## config.mk

```make
export PLATFORM = sky130hd
export DESIGN_NAME = dbg_sc_chain
export DESIGN_NICKNAME = d
export VERILOG_FILES = /design/src/rtl/dbgsc_pkg.sv /design/src/rtl/dbgsc_shifter.sv /design/src/rtl/dbgsc_regfile.sv /design/src/rtl/dbgsc_seq.sv /design/src/rtl/dbg_sc_chain.sv
export SDC_FILE = /design/constraint.sdc
export NUM_CORES = 1
export LEC_CHECK = 0
export BUFFER_PORTS_ARGS = -buffer_cell sky130_fd_sc_hd__buf_2
export CAP_MARGIN = 20
export CELL_PAD_IN_SITES_DETAIL_PLACEMENT = 2
export CELL_PAD_IN_SITES_GLOBAL_PLACEMENT = 2
export CORE_ASPECT_RATIO = 1.1
export CORE_MARGIN = 3
export CORE_UTILIZATION = 39
export DETAILED_ROUTE_END_ITERATION = 12
export PLACE_DENSITY_LB_ADDON = 0.25
export SLEW_MARGIN = 20
export SYNTH_ARGS = -nofsm -noshare
export SYNTH_HDL_FRONTEND = slang
export SYNTH_SLANG_ARGS = --single-unit
```

## constraint.sdc

```tcl
create_clock -name clk -period 4.3 [get_ports clk]
set_input_delay 0.215 -clock clk [delete_from_list [all_inputs] [get_ports clk]]
set_output_delay 0.215 -clock clk [all_outputs]
set_load 0.02 [all_outputs]
```

## src/rtl/dbgsc_pkg.sv

```systemverilog
package dbgsc_pkg;
    localparam int DATA_W  = 32;
    localparam int ADDR_W  = 7;
    localparam int FRAME_W = 1 + DATA_W + ADDR_W;
    localparam int SLOT_W  = 5;

    localparam int VC_ADDR = 7;
    localparam int BP_BASE = 'h50;
    localparam int WP_BASE = 'h70;

    // bit 0 first on the wire, address last
    typedef struct packed {
        logic [ADDR_W-1:0] addr;
        logic [DATA_W-1:0] data;
        logic              flag;
    } frame_t;

    typedef struct packed {
        logic              hit;
        logic [SLOT_W-1:0] idx;
    } slot_t;

    // breakpoints first, then watchpoints, vector catch last
    function automatic slot_t map_addr(input logic [ADDR_W-1:0] a,
                                       input int nbp, input int nwp);
        slot_t s;
        int    ai;
        ai    = int'(a);
        s.hit = 1'b0;
        s.idx = '0;
        if (ai == VC_ADDR) begin
            s.hit = 1'b1;
            s.idx = SLOT_W'(nbp + nwp);
        end else if (ai >= BP_BASE && ai < BP_BASE + nbp) begin
            s.hit = 1'b1;
            s.idx = SLOT_W'(ai - BP_BASE);
        end else if (ai >= WP_BASE && ai < WP_BASE + nwp) begin
            s.hit = 1'b1;
            s.idx = SLOT_W'(nbp + ai - WP_BASE);
        end
        return s;
    endfunction
endpackage

```

## src/rtl/dbgsc_shifter.sv

```systemverilog
module dbgsc_shifter
    import dbgsc_pkg::*;
(
    input  logic   clk,
    input  logic   rst,
    input  logic   cap,
    input  logic   shift,
    input  frame_t load,
    input  logic   tdi,
    output frame_t q
);
    always_ff @(posedge clk) begin
        if (rst) begin
            q <= '0;
        end else if (cap) begin
            q <= load;
        end else if (shift) begin
            q <= frame_t'({tdi, q[FRAME_W-1:1]});
        end
    end
endmodule

```

## src/rtl/dbgsc_regfile.sv

```systemverilog
module dbgsc_regfile
    import dbgsc_pkg::*;
#(
    parameter int NUM_BP = 6,
    parameter int NUM_WP = 2
) (
    input  logic              clk,
    input  logic              rst,
    input  logic              acc_en,
    input  logic              acc_wr,
    input  logic [ADDR_W-1:0] addr,
    input  logic [DATA_W-1:0] wdata,
    output logic [DATA_W-1:0] rdata,
    output logic              hit
);
    localparam int NREG = NUM_BP + NUM_WP + 1;

    logic [DATA_W-1:0]      regs [NREG];
    logic [NREG*DATA_W-1:0] flat;
    slot_t                  slot;

    assign slot = map_addr(addr, NUM_BP, NUM_WP);
    assign hit  = slot.hit;

    always_ff @(posedge clk) begin
        for (int i = 0; i < NREG; i++) begin
            if (rst) begin
                regs[i] <= '0;
            end else if (acc_en && acc_wr && slot.hit && slot.idx == SLOT_W'(i)) begin
                regs[i] <= wdata;
            end
        end
    end

    always_comb begin
        rdata = '0;
        for (int i = 0; i < NREG; i++) begin
            if (slot.hit && slot.idx == SLOT_W'(i)) rdata = regs[i];
        end
    end

    for (genvar g = 0; g < NREG; g++) begin : g_flat
        assign flat[g*DATA_W +: DATA_W] = regs[g];
    end


    unmapped_wr_chk: assert property (@(posedge clk) disable iff (rst)
        (acc_en && acc_wr && !hit) |=> $stable(flat));
endmodule

```

## src/rtl/dbgsc_seq.sv

```systemverilog
module dbgsc_seq
    import dbgsc_pkg::*;
#(
    parameter int ACC_LAT = 2
) (
    input  logic              clk,
    input  logic              rst,
    input  logic              fire,
    input  frame_t            req,
    input  logic [DATA_W-1:0] rdata,
    output logic              busy,
    output logic              acc_en,
    output frame_t            pend,
    output logic [ADDR_W-1:0] res_addr,
    output logic [DATA_W-1:0] res_data
);
    localparam int CW = $clog2(ACC_LAT + 1);

    logic [CW-1:0] cnt;

    assign busy   = (cnt != '0);
    assign acc_en = (cnt == CW'(1));

    always_ff @(posedge clk) begin
        if (rst) begin
            cnt      <= '0;
            pend     <= '0;
            res_addr <= '0;
            res_data <= '0;
        end else begin
            if (fire) begin
                pend <= req;
                cnt  <= CW'(ACC_LAT);
            end else if (busy) begin
                cnt <= cnt - CW'(1);
            end
            if (acc_en) begin
                res_addr <= pend.addr;
                res_data <= pend.flag ? pend.data : rdata;
            end
        end
    end


    req_when_idle_chk: assert property (@(posedge clk) disable iff (rst)
        fire |-> !busy);
endmodule

```

## src/rtl/dbg_sc_chain.sv

```systemverilog
module dbg_sc_chain
    import dbgsc_pkg::*;
#(
    parameter int NUM_BP  = 6,
    parameter int NUM_WP  = 2,
    parameter int ACC_LAT = 2
) (
    input  logic clk,
    input  logic rst,
    input  logic chain_sel,
    input  logic tap_capture,
    input  logic tap_shift,
    input  logic tap_update,
    input  logic tdi,
    output logic tdo
);
    logic              cap_en, shift_en, upd_en, fire;
    logic              cap_ready;
    logic              busy, acc_en, hit;
    frame_t            sr, load, pend;
    logic [ADDR_W-1:0] res_addr;
    logic [DATA_W-1:0] res_data, rdata;

    assign cap_en   = chain_sel && tap_capture;
    assign shift_en = chain_sel && tap_shift;
    assign upd_en   = chain_sel && tap_update;
    assign fire     = upd_en && cap_ready;

    // the ready bit seen at capture decides whether the following update counts
    always_ff @(posedge clk) begin
        if (rst)         cap_ready <= 1'b0;
        else if (cap_en) cap_ready <= !busy;
        else if (upd_en) cap_ready <= 1'b0;
    end

    assign load = '{addr: res_addr, data: res_data, flag: !busy};
    assign tdo  = chain_sel && sr.flag;

    dbgsc_shifter u_shift (
        .clk(clk), .rst(rst), .cap(cap_en), .shift(shift_en),
        .load(load), .tdi(tdi), .q(sr)
    );

    dbgsc_seq #(.ACC_LAT(ACC_LAT)) u_seq (
        .clk(clk), .rst(rst), .fire(fire), .req(sr), .rdata(rdata),
        .busy(busy), .acc_en(acc_en), .pend(pend),
        .res_addr(res_addr), .res_data(res_data)
    );

    dbgsc_regfile #(.NUM_BP(NUM_BP), .NUM_WP(NUM_WP)) u_rf (
        .clk(clk), .rst(rst), .acc_en(acc_en), .acc_wr(pend.flag),
        .addr(pend.addr), .wdata(pend.data), .rdata(rdata), .hit(hit)
    );


    busy_ready_low_chk: assert property (@(posedge clk) disable iff (rst)
        (cap_en && busy) |=> !sr.flag);


    write_echo_chk: assert property (@(posedge clk) disable iff (rst)
        (acc_en && pend.flag && hit) |=> (rdata == res_data));


    deselect_idle_chk: assert property (@(posedge clk) disable iff (rst)
        (!chain_sel && !busy) |=> !busy);
endmodule

```

After elaboration in Yosys (flattened, before gate mapping)
Memory sizes are Yosys's and may differ from the RTL's. Cells that the tools add are included.

Add/sub/neg operators: 4. $lt $le $gt $ge: 4. Eq/ne operators: 10. Muxes and demuxes: 57. Bitwise logic cells: 9. Reduce and logical (&&, ||, !) cells: 34.

Operator list (number): $mux 32 (19); $mux 40 (2); $mux 1 (31); $logic_and 1x1->1 (27); $eq 5x3->1 const B (4); $mux 6 (3); $ge 7x7->1 const B (2); $lt 7x7->1 const B (2); $eq 5x2->1 const B (2); $sub 5x5->5 const B (2); $or 1x1->1 (9); $reduce_bool 2->1 (4); $eq 7x4->1 const B (1); $add 3x5->5 const A (1); $eq 5x1->1 const B (1); $eq 5x4->1 const B (1); $logic_not 5->1 (1); $mux 2 (2); $eq 2x1->1 const B (1); $reduce_or 2->1 (1); $sub 2x1->2 const B (1); $logic_not 1->1 (1).

Register bits: 122. Bits in writable memories: 288. Input port bits: 7. Output and inout port bits: 1. Word-level logic and storage cells: 130. Memories: 1.

Memories: u_rf.regs (words 9, width 32, rd ports 9, clocked after memory_dff 0, write ports 9, RTL line dbgsc_regfile.sv:18) `logic [DATA_W-1:0] regs [NREG];`.

Logic depth before layout (Yosys ltp)
Gate-level depths: netlist of run 1.

Depth after elaboration: 17. Mapped depth: 11. Gate-level depth less buffers: 8.

Modules after synthesis
Synthesis of run 1 repeated with hierarchy kept, for this count alone.

Cells, all modules: 1495. Area total of the unflattened synthesis: 18531.5 um^2.

Modules (own cells, without submodules): dbgsc_regfile (times used 1, cells each 997, area each 13251.5 um^2, seq. area each 8648.3 um^2); dbgsc_seq (times used 1, cells each 310, area each 3310.7 um^2, seq. area each 1621.6 um^2); dbgsc_shifter (times used 1, cells each 178, area each 1891.8 um^2, seq. area each 800.8 um^2); dbg_sc_chain (times used 1, cells each 10, area each 77.6 um^2, seq. area each 20.0 um^2).

Worst setup path before layout of run 1
No wires, ideal clock.

Kind: register -> register. From: register u_seq.pend[34] (netlist name). To: memory u_rf.regs[4][0] (enable). Library setup time: 0.470 ns. Arrival: 4.197 ns. Required time: 3.830 ns. Slack: -0.367 ns. Cell stages (with the launch flop): 9. Path buffers: 3. Clock period less this slack: 4.667 ns. Path through: dfxtp_1 buf_2 inv_1 ha_1 and4b_1 nor2_1 clkbuf_1 buf_2 o31ai_1.

RTL lines (RTL line): end: declaration (dbgsc_regfile.sv:18).

Worst setup path after layout of run 1
From: register u_seq.pend[34] (netlist name). To: register u_seq.res_data[3].

Longest elaborated chain between the ends: 17. Elaborated cells between the ends (all ways): 41. Classes of those cells: 3 x add/sub; 4 x order compare; 9 x eq/ne; 13 x mux; 12 x reduce/logical.

RTL lines: $add 3x5->5 (tied with other cells) (RTL line dbgsc_pkg.sv:39) `s.idx = SLOT_W'(nbp + ai - WP_BASE);`; $sub 5x5->5 or $logic_and 1x1->1 (tied branches) (RTL line dbgsc_pkg.sv:39, dbgsc_pkg.sv:37); $mux 6 (RTL line dbgsc_pkg.sv:37) `end else if (ai >= WP_BASE && ai < WP_BASE + nwp) begin`; $mux 6 (RTL line dbgsc_pkg.sv:34) `end else if (ai >= BP_BASE && ai < BP_BASE + nbp) begin`; $mux 6 * (RTL line dbgsc_pkg.sv:31) `if (ai == VC_ADDR) begin`; $logic_not 5->1 (RTL line dbgsc_regfile.sv:38) `if (slot.hit && slot.idx == SLOT_W'(i)) rdata = regs[i];`; $logic_and 1x1->1 (RTL line dbgsc_regfile.sv:38); $mux 32 (8 in a row) (RTL line dbgsc_regfile.sv:38); $mux 32 * (RTL line dbgsc_regfile.sv:38); $mux 32 * (RTL line dbgsc_seq.sv:39) `res_data <= pend.flag ? pend.data : rdata;`; end signal: assignment (RTL line dbgsc_seq.sv:39); end: declaration (RTL line dbgsc_seq.sv:15) `output logic [DATA_W-1:0] res_data`.

Every way passes the cells marked *; elsewhere a longest branch is shown, timed or not. A chain may end at the register's enable or synchronous reset.

==> results.txt, run 1 <==
dominant cells by area after synthesis = edfxtp_1 46%, dfxtp_1 13%, and2_1 8.3%
final wirelength = 68800 microns
actual slew at the worst max-slew pin = 1150 ps
yosys warns = 0
fin nets = 1734
CP top delay family = simple AND/OR/NAND/NOR gates
fmax = 0.275 GHz
critical path class = reg -> reg
Sum Neg Setup Slack = 0 ps
Seq. cell area = 11100 sq um
Syn Inst Count = 1784
setup violators final = 0
Slew HR = 23.3%
ys flop type = edfxtp_1
CP max stage cell = nand2_1
largest net degree at the start of global routing = 57
initial antenna violation count = 3
FF-to-FF End = u_seq.res_data[3]
Post-CTS Setup Repair Bufs = 0
clk slew on worst S/H paths = 60 ps
Hold Path Class = in -> reg
clk buf depth = 3
cts bufs inserted = 44
Non-Filler Instances = 2395
ANT nets after route = 0
Syn Std Cell Area = 18700 sq um
all-layer global routing usage = 26.8%
fillcell total = 4803
Setup crit end = u_seq.res_data[3]
Worst path depth = 9
CTS sink cnt = 410
LEAKAGE = 6.99 nW
Pwr Total = 0.00845 W
die footprint = 50600 sq um
layout cells sized above 1 = 10.8%
Core ar. = 47000 sq um
Fin. Hold Viols = 0
drt pass-1 iters = 5
WP data required = 4740 ps
Avg Synthesized Cell Area = 10.5 sq um
syn nets = 1794
# IOs = 8
PD cells = 405 nW/um^2
period utilization = 84.7%
slowest stage delay, CP = 700 ps
CP endpoint kind = flop
area grow syn2layout = 11.5%
fraction of registers with async set/reset = 0%
vias = 14500
placed cells = 2313
CP Launch Type = flop
register area share after synthesis = 59.3%
crit path DAT = 4080 ps
Final Critical Period = 3640 ps
MaxCap Viol Count = 0
WL per Instance = 28.7 microns
Fin Clk Skew = 21.2 ps
worst-path maximum fanout = 17
Row Count = 83
H-tree levels = 2
VDD IR-drop max = 0.204 mV
DR iter-0 viols = 1149
vias per cell = 6.05
PortBufs = 7
hold path start = tap_update
critical path launch point = u_seq.pend[34]
GRT overflow = 0
number of global-route vias before repair = 15800
first-pass GRT wire length = 103000 microns
max-slew violations = 0
routability cong. = 0.839
Die Width = 215 microns
status = complete, no violations
post-synth top area share = 46.2%
detailed placement HPWL = 42000 microns
post-CTS sizing = 0
Critical Path, Cell by Cell = inv_1 > ha_1 > and4b_1 > or2_1 > nand2_1 > buf_4 > o21ai_0 > a32o_1 > a31oi_1
RSZ-0062 raised after global routing = no
root buf cell = clkbuf_16
Reg2Reg Depth = 9
Die Span Y = 236 microns
worst path buffer plus inverter count = 2
starting density of the core = 39.8%
number of enable flip-flop cells after synthesis = 288
worst-skew pair later-pin latency = 590 ps
area leader, netlist = edfxtp_1
TritonCTS clock tree = done
R2R Setup Slk = 660 ps
reg2reg start = u_seq.pend[34]
Residual DRC = 0
Multi-input gate area = 7010 sq um
Synth cell types = 73
flops & latches, synth = 410
cell type report:
class                           instances  share of cell area, %
Sequential cell                       410                   53.2
Multi-Input combinational cell       1191                   33.6
Clock buffer                           60                   5.76
Tap cell                              637                   3.82
Timing Repair Buffer                   64                   2.65
Clock inverter                         19                  0.744
Inverter                               13                  0.234
Antenna cell                            1                 0.0120
worst reg2reg max path, cell delays in order, from the launching register on:
cell     delay [ps]
dfxtp_1         650
inv_1           140
ha_1            370
and4b_1         360
or2_1           460
nand2_1         700
buf_4           440
o21ai_0         100
a32o_1          170
a31oi_1         110
cell families (layout without fill, tap and decap cells):
| logic type | Yosys count | count (layout) | share of synthesized area, % |
|---|---|---|---|
| muxes | 24 | 24 | 1.43 |
| buffers and inverters | 183 | 156 | 4.03 |
| and+or+nand+nor | 657 | 657 | 18.2 |
| adders and majority gates | 3 | 3 | 0.201 |
| other | 0 | 1 | 0 |
| AOI/OAI and AO/OA | 507 | 507 | 16.9 |
| DFF | 410 | 410 | 59.3 |
how the worst min path moves through the flow:
stage | end | slack [ps] | cells past startpoint
5_1_grt | u_seq.res_data[28] | 50 | 2
4_1_cts | u_seq.res_data[28] | 10 | 2
3_5_place_dp | u_seq.res_addr[5] | 450 | 2
3_3_place_gp | u_seq.res_addr[0] | 440 | 2
6_report | cap_ready | 50 | 4
2_1_floorplan | u_shift.q[39] | 420 | 2
registers in the layout, indices dropped and copies added, names as in the netlist:
register,count
u_rf.regs,288
u_seq.cnt,2
u_seq.pend,40
u_shift.q,40
cap_ready,1
u_seq.res_addr,7
u_seq.res_data,32
cell usage after synthesis (all sizes together), types with 5 or more instances:
master / n
mux2: 22
nor2: 71
nand2: 229
a21oi: 157
o21a: 23
a311oi: 5
dfxtp: 122
nand3: 27
and3: 6
a221oi: 15
edfxtp: 288
a221o: 6
a32o: 23
o21ai: 169
buf: 43
o211ai: 21
o221ai: 26
a211oi: 5
a31oi: 24
a22oi: 7
nor3: 35
inv: 12
and2: 249
clkbuf: 127
or2: 6
nor4: 14
report_power, final:
part / leakage, nW / internal, W / switching, W
registers: 3.92 / 0.00434 / 0.0000754
logic: 2.40 / 0.0000740 / 0.000243
clock network: 0.667 / 0.00208 / 0.00164
total: 6.99 / 0.00650 / 0.00195
through the flow:
step                worst slack [ps]  instance area (sq um)  hold WS (ps)  utilization [%]
floorplan                        141                  18700           423                -
global placement                 947                  19400           438             41.3
detailed placement               785                  19500           452             41.4
CTS                              740                  20800          14.6             44.3
global route                     322                  20900          47.3             44.3
finish                           657                  20900          46.2             44.3
repair_timing:
item                       4_1_cts  5_1_grt
hold buffers                     1        0
hold endpoints to repair         1        0
setup endpoints to repair        0        0
metal layers:
layer | vias up | global-route usage, % | part of all wire (%)
met1 | 7607 | 34.2 | 42
li1 | 6321 | - | -
met5 | - | 0 | 0
met3 | 129 | 3.29 | 4.7
met2 | 434 | 47.0 | 50
met4 | 0 | 9.50 | 3.6
placed cells by master, fill, tap and decap left out, types with 6 or more instances in the layout:
master and instances:
o221ai_1 26, o21ai_1 8, a31oi_1 24, inv_1 12, clkbuf_1 12, o21a_1 23, a221oi_1 12, nand2_1 226
buf_2 6, buf_4 50, a22oi_1 7, nor2_2 7, mux2_2 22, a32o_1 23, clkinv_1 7, nor3_1 33
o211ai_1 21, a221o_1 6, o21ai_0 154, a21oi_1 157, nand3_1 25, clkbuf_16 44, and2_1 248, nor4_1 12
clkinv_2 7, edfxtp_1 288, o21ai_4 6, dfxtp_1 120, nor2_1 62
Note: power is estimated with default switching activity, not from simulation.
==> run 2: changes to the inputs <==
- ABC_AREA: default -> 1
- CORE_UTILIZATION: 39 -> 37
- clock period: 4.3 -> 3 ns (I/O delays scaled with it)
==> run 2 against run 1 <==
Sequential cell count is the same; synthesized cell count grew 13%; routed wire length shrank 14%; combinational power grew 24%; sequential power grew 41%; clock power grew 43%; count of clock-buffer cells in the layout grew 3; critical path type unchanged.
==> results.txt, run 2 <==
vias per cell = 5.37 (-11%)
PD cells = 583 nW/um^2 (+44%)
worst-path maximum fanout = 22 (+5)
area grow syn2layout = 12.7%
Pwr Total = 0.0119 W (+41%)
CP max stage cell = buf_4
VDD IR-drop max = 0.371 mV (+82%)
clk buf depth = 3 (unchanged)
Avg Synthesized Cell Area = 9.00 sq um (-14%)
post-layout util = 42.5% (-1.9 points)
number of global-route vias before repair = 15500 (-1.4%)
register area share after synthesis = 61.0% (+1.7 points)
Slew HR = 46.4% (+23 points)
top flop regs = u_rf.regs (288), u_seq.pend (40), u_shift.q (40)
WP data required = 3250 ps (-1490 ps)
fmax = 0.352 GHz (+28%)
worst path buffer plus inverter count = 4 (+2)
first-pass GRT wire length = 92800 microns (-10%)
CP endpoint kind = flop
slowest stage delay, CP = 390 ps (-310 ps)
Antenna Cells = 0 (-1)
TritonCTS clock tree = done
Synth cell types = 34 (-53%)
Die Span Y = 239 microns (+1.2%)
clk slew on worst S/H paths = 60 ps (about the same)
PortBufs = 7 (unchanged)
number of enable flip-flop cells after synthesis = 288 (unchanged)
ANT nets after route = 0 (unchanged)
final wirelength = 59000 microns (-14%)
hold path start = tap_shift
starting density of the core = 37.7% (-2.1 points)
Fin. Hold Viols = 0 (unchanged)
actual slew at the worst max-slew pin = 802 ps (-347 ps)
Syn Inst Count = 2021 (+13%)
flops & latches, synth = 410 (unchanged)
crit-path most repeated cell = nand2_1
Reg2Reg Depth = 10 (+1)
Final Critical Period = 2840 ps (-802 ps)
Fin Clk Skew = 17.0 ps (-4.20 ps)
Largest register FFs = 288 (unchanged)
root buf cell = clkbuf_16
status = complete, no violations
R2R Setup Slk = 160 ps (-500 ps)
Critical Path, Cell by Cell = inv_1 > buf_4 > nor3_1 > nand3_1 > nand2_1 > nand2_1 > inv_2 > nand2_1 > nand2_1 > buf_4
FF-to-FF End = u_rf.regs[3][5]
area leader, netlist = edfxtp_1
ys flop type = edfxtp_1
yosys warns = 0 (unchanged)
max-slew violations = 0 (unchanged)
CP top delay family = simple AND/OR/NAND/NOR gates
crit path DAT = 3090 ps (-990 ps)
detailed placement HPWL = 38200 microns (-9.0%)
most frequent cells in the layout = 455 x nand2_1, 327 x nor2_1, 288 x edfxtp_1, 171 x inv_1, 142 x a21oi_1
GRT overflow = 0 (unchanged)
# IOs = 8 (unchanged)
period utilization = 94.7% (+10 points)
worst-skew pair later-pin latency = 590 ps (about the same)
cell with the most instances after synthesis = nand2_1
die footprint = 51900 sq um (+2.4%)
setup violators final = 0 (unchanged)
critical path class = reg -> reg
all-layer global routing usage = 23.0% (-3.8 points)
fraction of registers with async set/reset = 0% (unchanged)
Post-synth top cells = 455 x nand2_1, 329 x nor2_1, 288 x edfxtp_1
WL per Instance = 22.2 microns (-23%)
CP Launch Type = flop
hold-critical path depth = 5 (+1)
Top reg by flops = u_rf.regs
Core ar. = 48200 sq um (+2.5%)
drt pass-1 iters = 5 (unchanged)
dominant cells by area after synthesis = edfxtp_1 48%, dfxtp_1 13%, nand2_1 9.4%
routability cong. = 0.784 (-6.6%)
largest net degree at the start of global routing = 68 (+19%)
DR iter-0 viols = 768 (-33%)
initial antenna violation count = 0 (-3)
CTS sink cnt = 410 (unchanged)
fin nets = 1991 (+15%)
Die Width = 217 microns (+1.2%)
layout cells sized above 1 = 8.29% (-2.5 points)
MaxCap Viol Count = 0 (unchanged)
Row Count = 84 (+1.2%)
commonest non-fill, non-tap cell in the layout = nand2_1
post-synth top area share = 47.5% (+1.3 points)
syn nets = 2031 (+13%)
LEAKAGE = 7.68 nW (+9.9%)
vias = 14300 (-1.4%)
Hold Path Class = in -> reg
H-tree levels = 2 (unchanged)
Syn Std Cell Area = 18200 sq um (-2.8%)
reg2reg start = u_seq.pend[34]
Hold EP = u_shift.q[32]
cts bufs inserted = 45 (+2.3%)
Residual DRC = 0 (unchanged)
[run 2: layout make-up]
class,instances,area [sq um]
clock buffer,63,1260
clock inverter,17,105
fill,5189,27700
inverter,183,693
multi-input combinational,1270,5810
sequential,410,11100
tap,645,807
timing repair buffer,71,732
[run 2: routing by layer]
metal	vias up	track usage [%]	part of all wire, %	wire length, microns
met1	7424	31.0	46	27100
met4	0	5.50	1.9	1100
met3	80	2.99	3.0	1790
met2	202	39.8	49	29000
met5	-	0	0	0
li1	6581	-	-	-
[run 2: report_power, final]
part | internal, W | switching [W] | total, W | leakage (nW)
Combinational | 0.0000803 | 0.000312 | 0.000392 | 3.06
Sequential | 0.00619 | 0.0000526 | 0.00624 | 3.96
Clock | 0.00299 | 0.00232 | 0.00532 | 0.663
[run 2: worst register-to-register path: stages (launching register included)]
cell and delay, ps:
dfxtp_1 330, inv_1 60, buf_4 160, nor3_1 240, nand3_1 250, nand2_1 280
nand2_1 270, inv_2 270, nand2_1 110, nand2_1 110, buf_4 390
[run 2: worst max path at each step]
stage	depth (start not counted)	slack (ps)	startpoint	end
6_report	10	160	u_seq.pend[34]	u_rf.regs[3][5]
5_1_grt	16	-2	u_seq.pend[35]	u_seq.res_data[4]
4_1_cts	10	140	u_seq.pend[34]	u_rf.regs[5][19]
3_5_place_dp	10	150	u_seq.pend[34]	u_rf.regs[3][25]
3_3_place_gp	10	350	u_seq.pend[34]	u_rf.regs[5][24]
2_1_floorplan	8	-180	u_seq.pend[34]	u_rf.regs[5][0]
[run 2: what timing repair did]
item | in CTS | in global routing
gates resized for setup | 0 | 7
setup endpoints to repair | 0 | 37
endpoints found under the hold margin | 3 | 0
hold buffers | 5 | 0
buffers inserted | 0 | 0
[run 2: per-stage QoR]
step	hold WS, ps	instance area [sq um]	cells	worst slack, ps	setup TNS, ps
final	27.4	20500	2659	160	0
after global routing	84.2	20500	2659	-1.86	-1.86
after CTS	1.80	20500	2659	139	0
after detailed placement	456	19100	2574	150	0
after global placement	432	19100	2574	345	0
after floorplan	349	18200	2021	-180	-11200
[run 2: cells by family (layout without fill, tap and decap cells)]
group                      Yosys count  count (layout)  share of synthesized area [%]
adders and majority gates            3               3                          0.206
buffers and inverters              341             334                           7.56
AOI/OAI and AO/OA                  218             218                           6.37
DFF                                410             410                           61.0
and+or+nand+nor                   1049            1049                           24.9
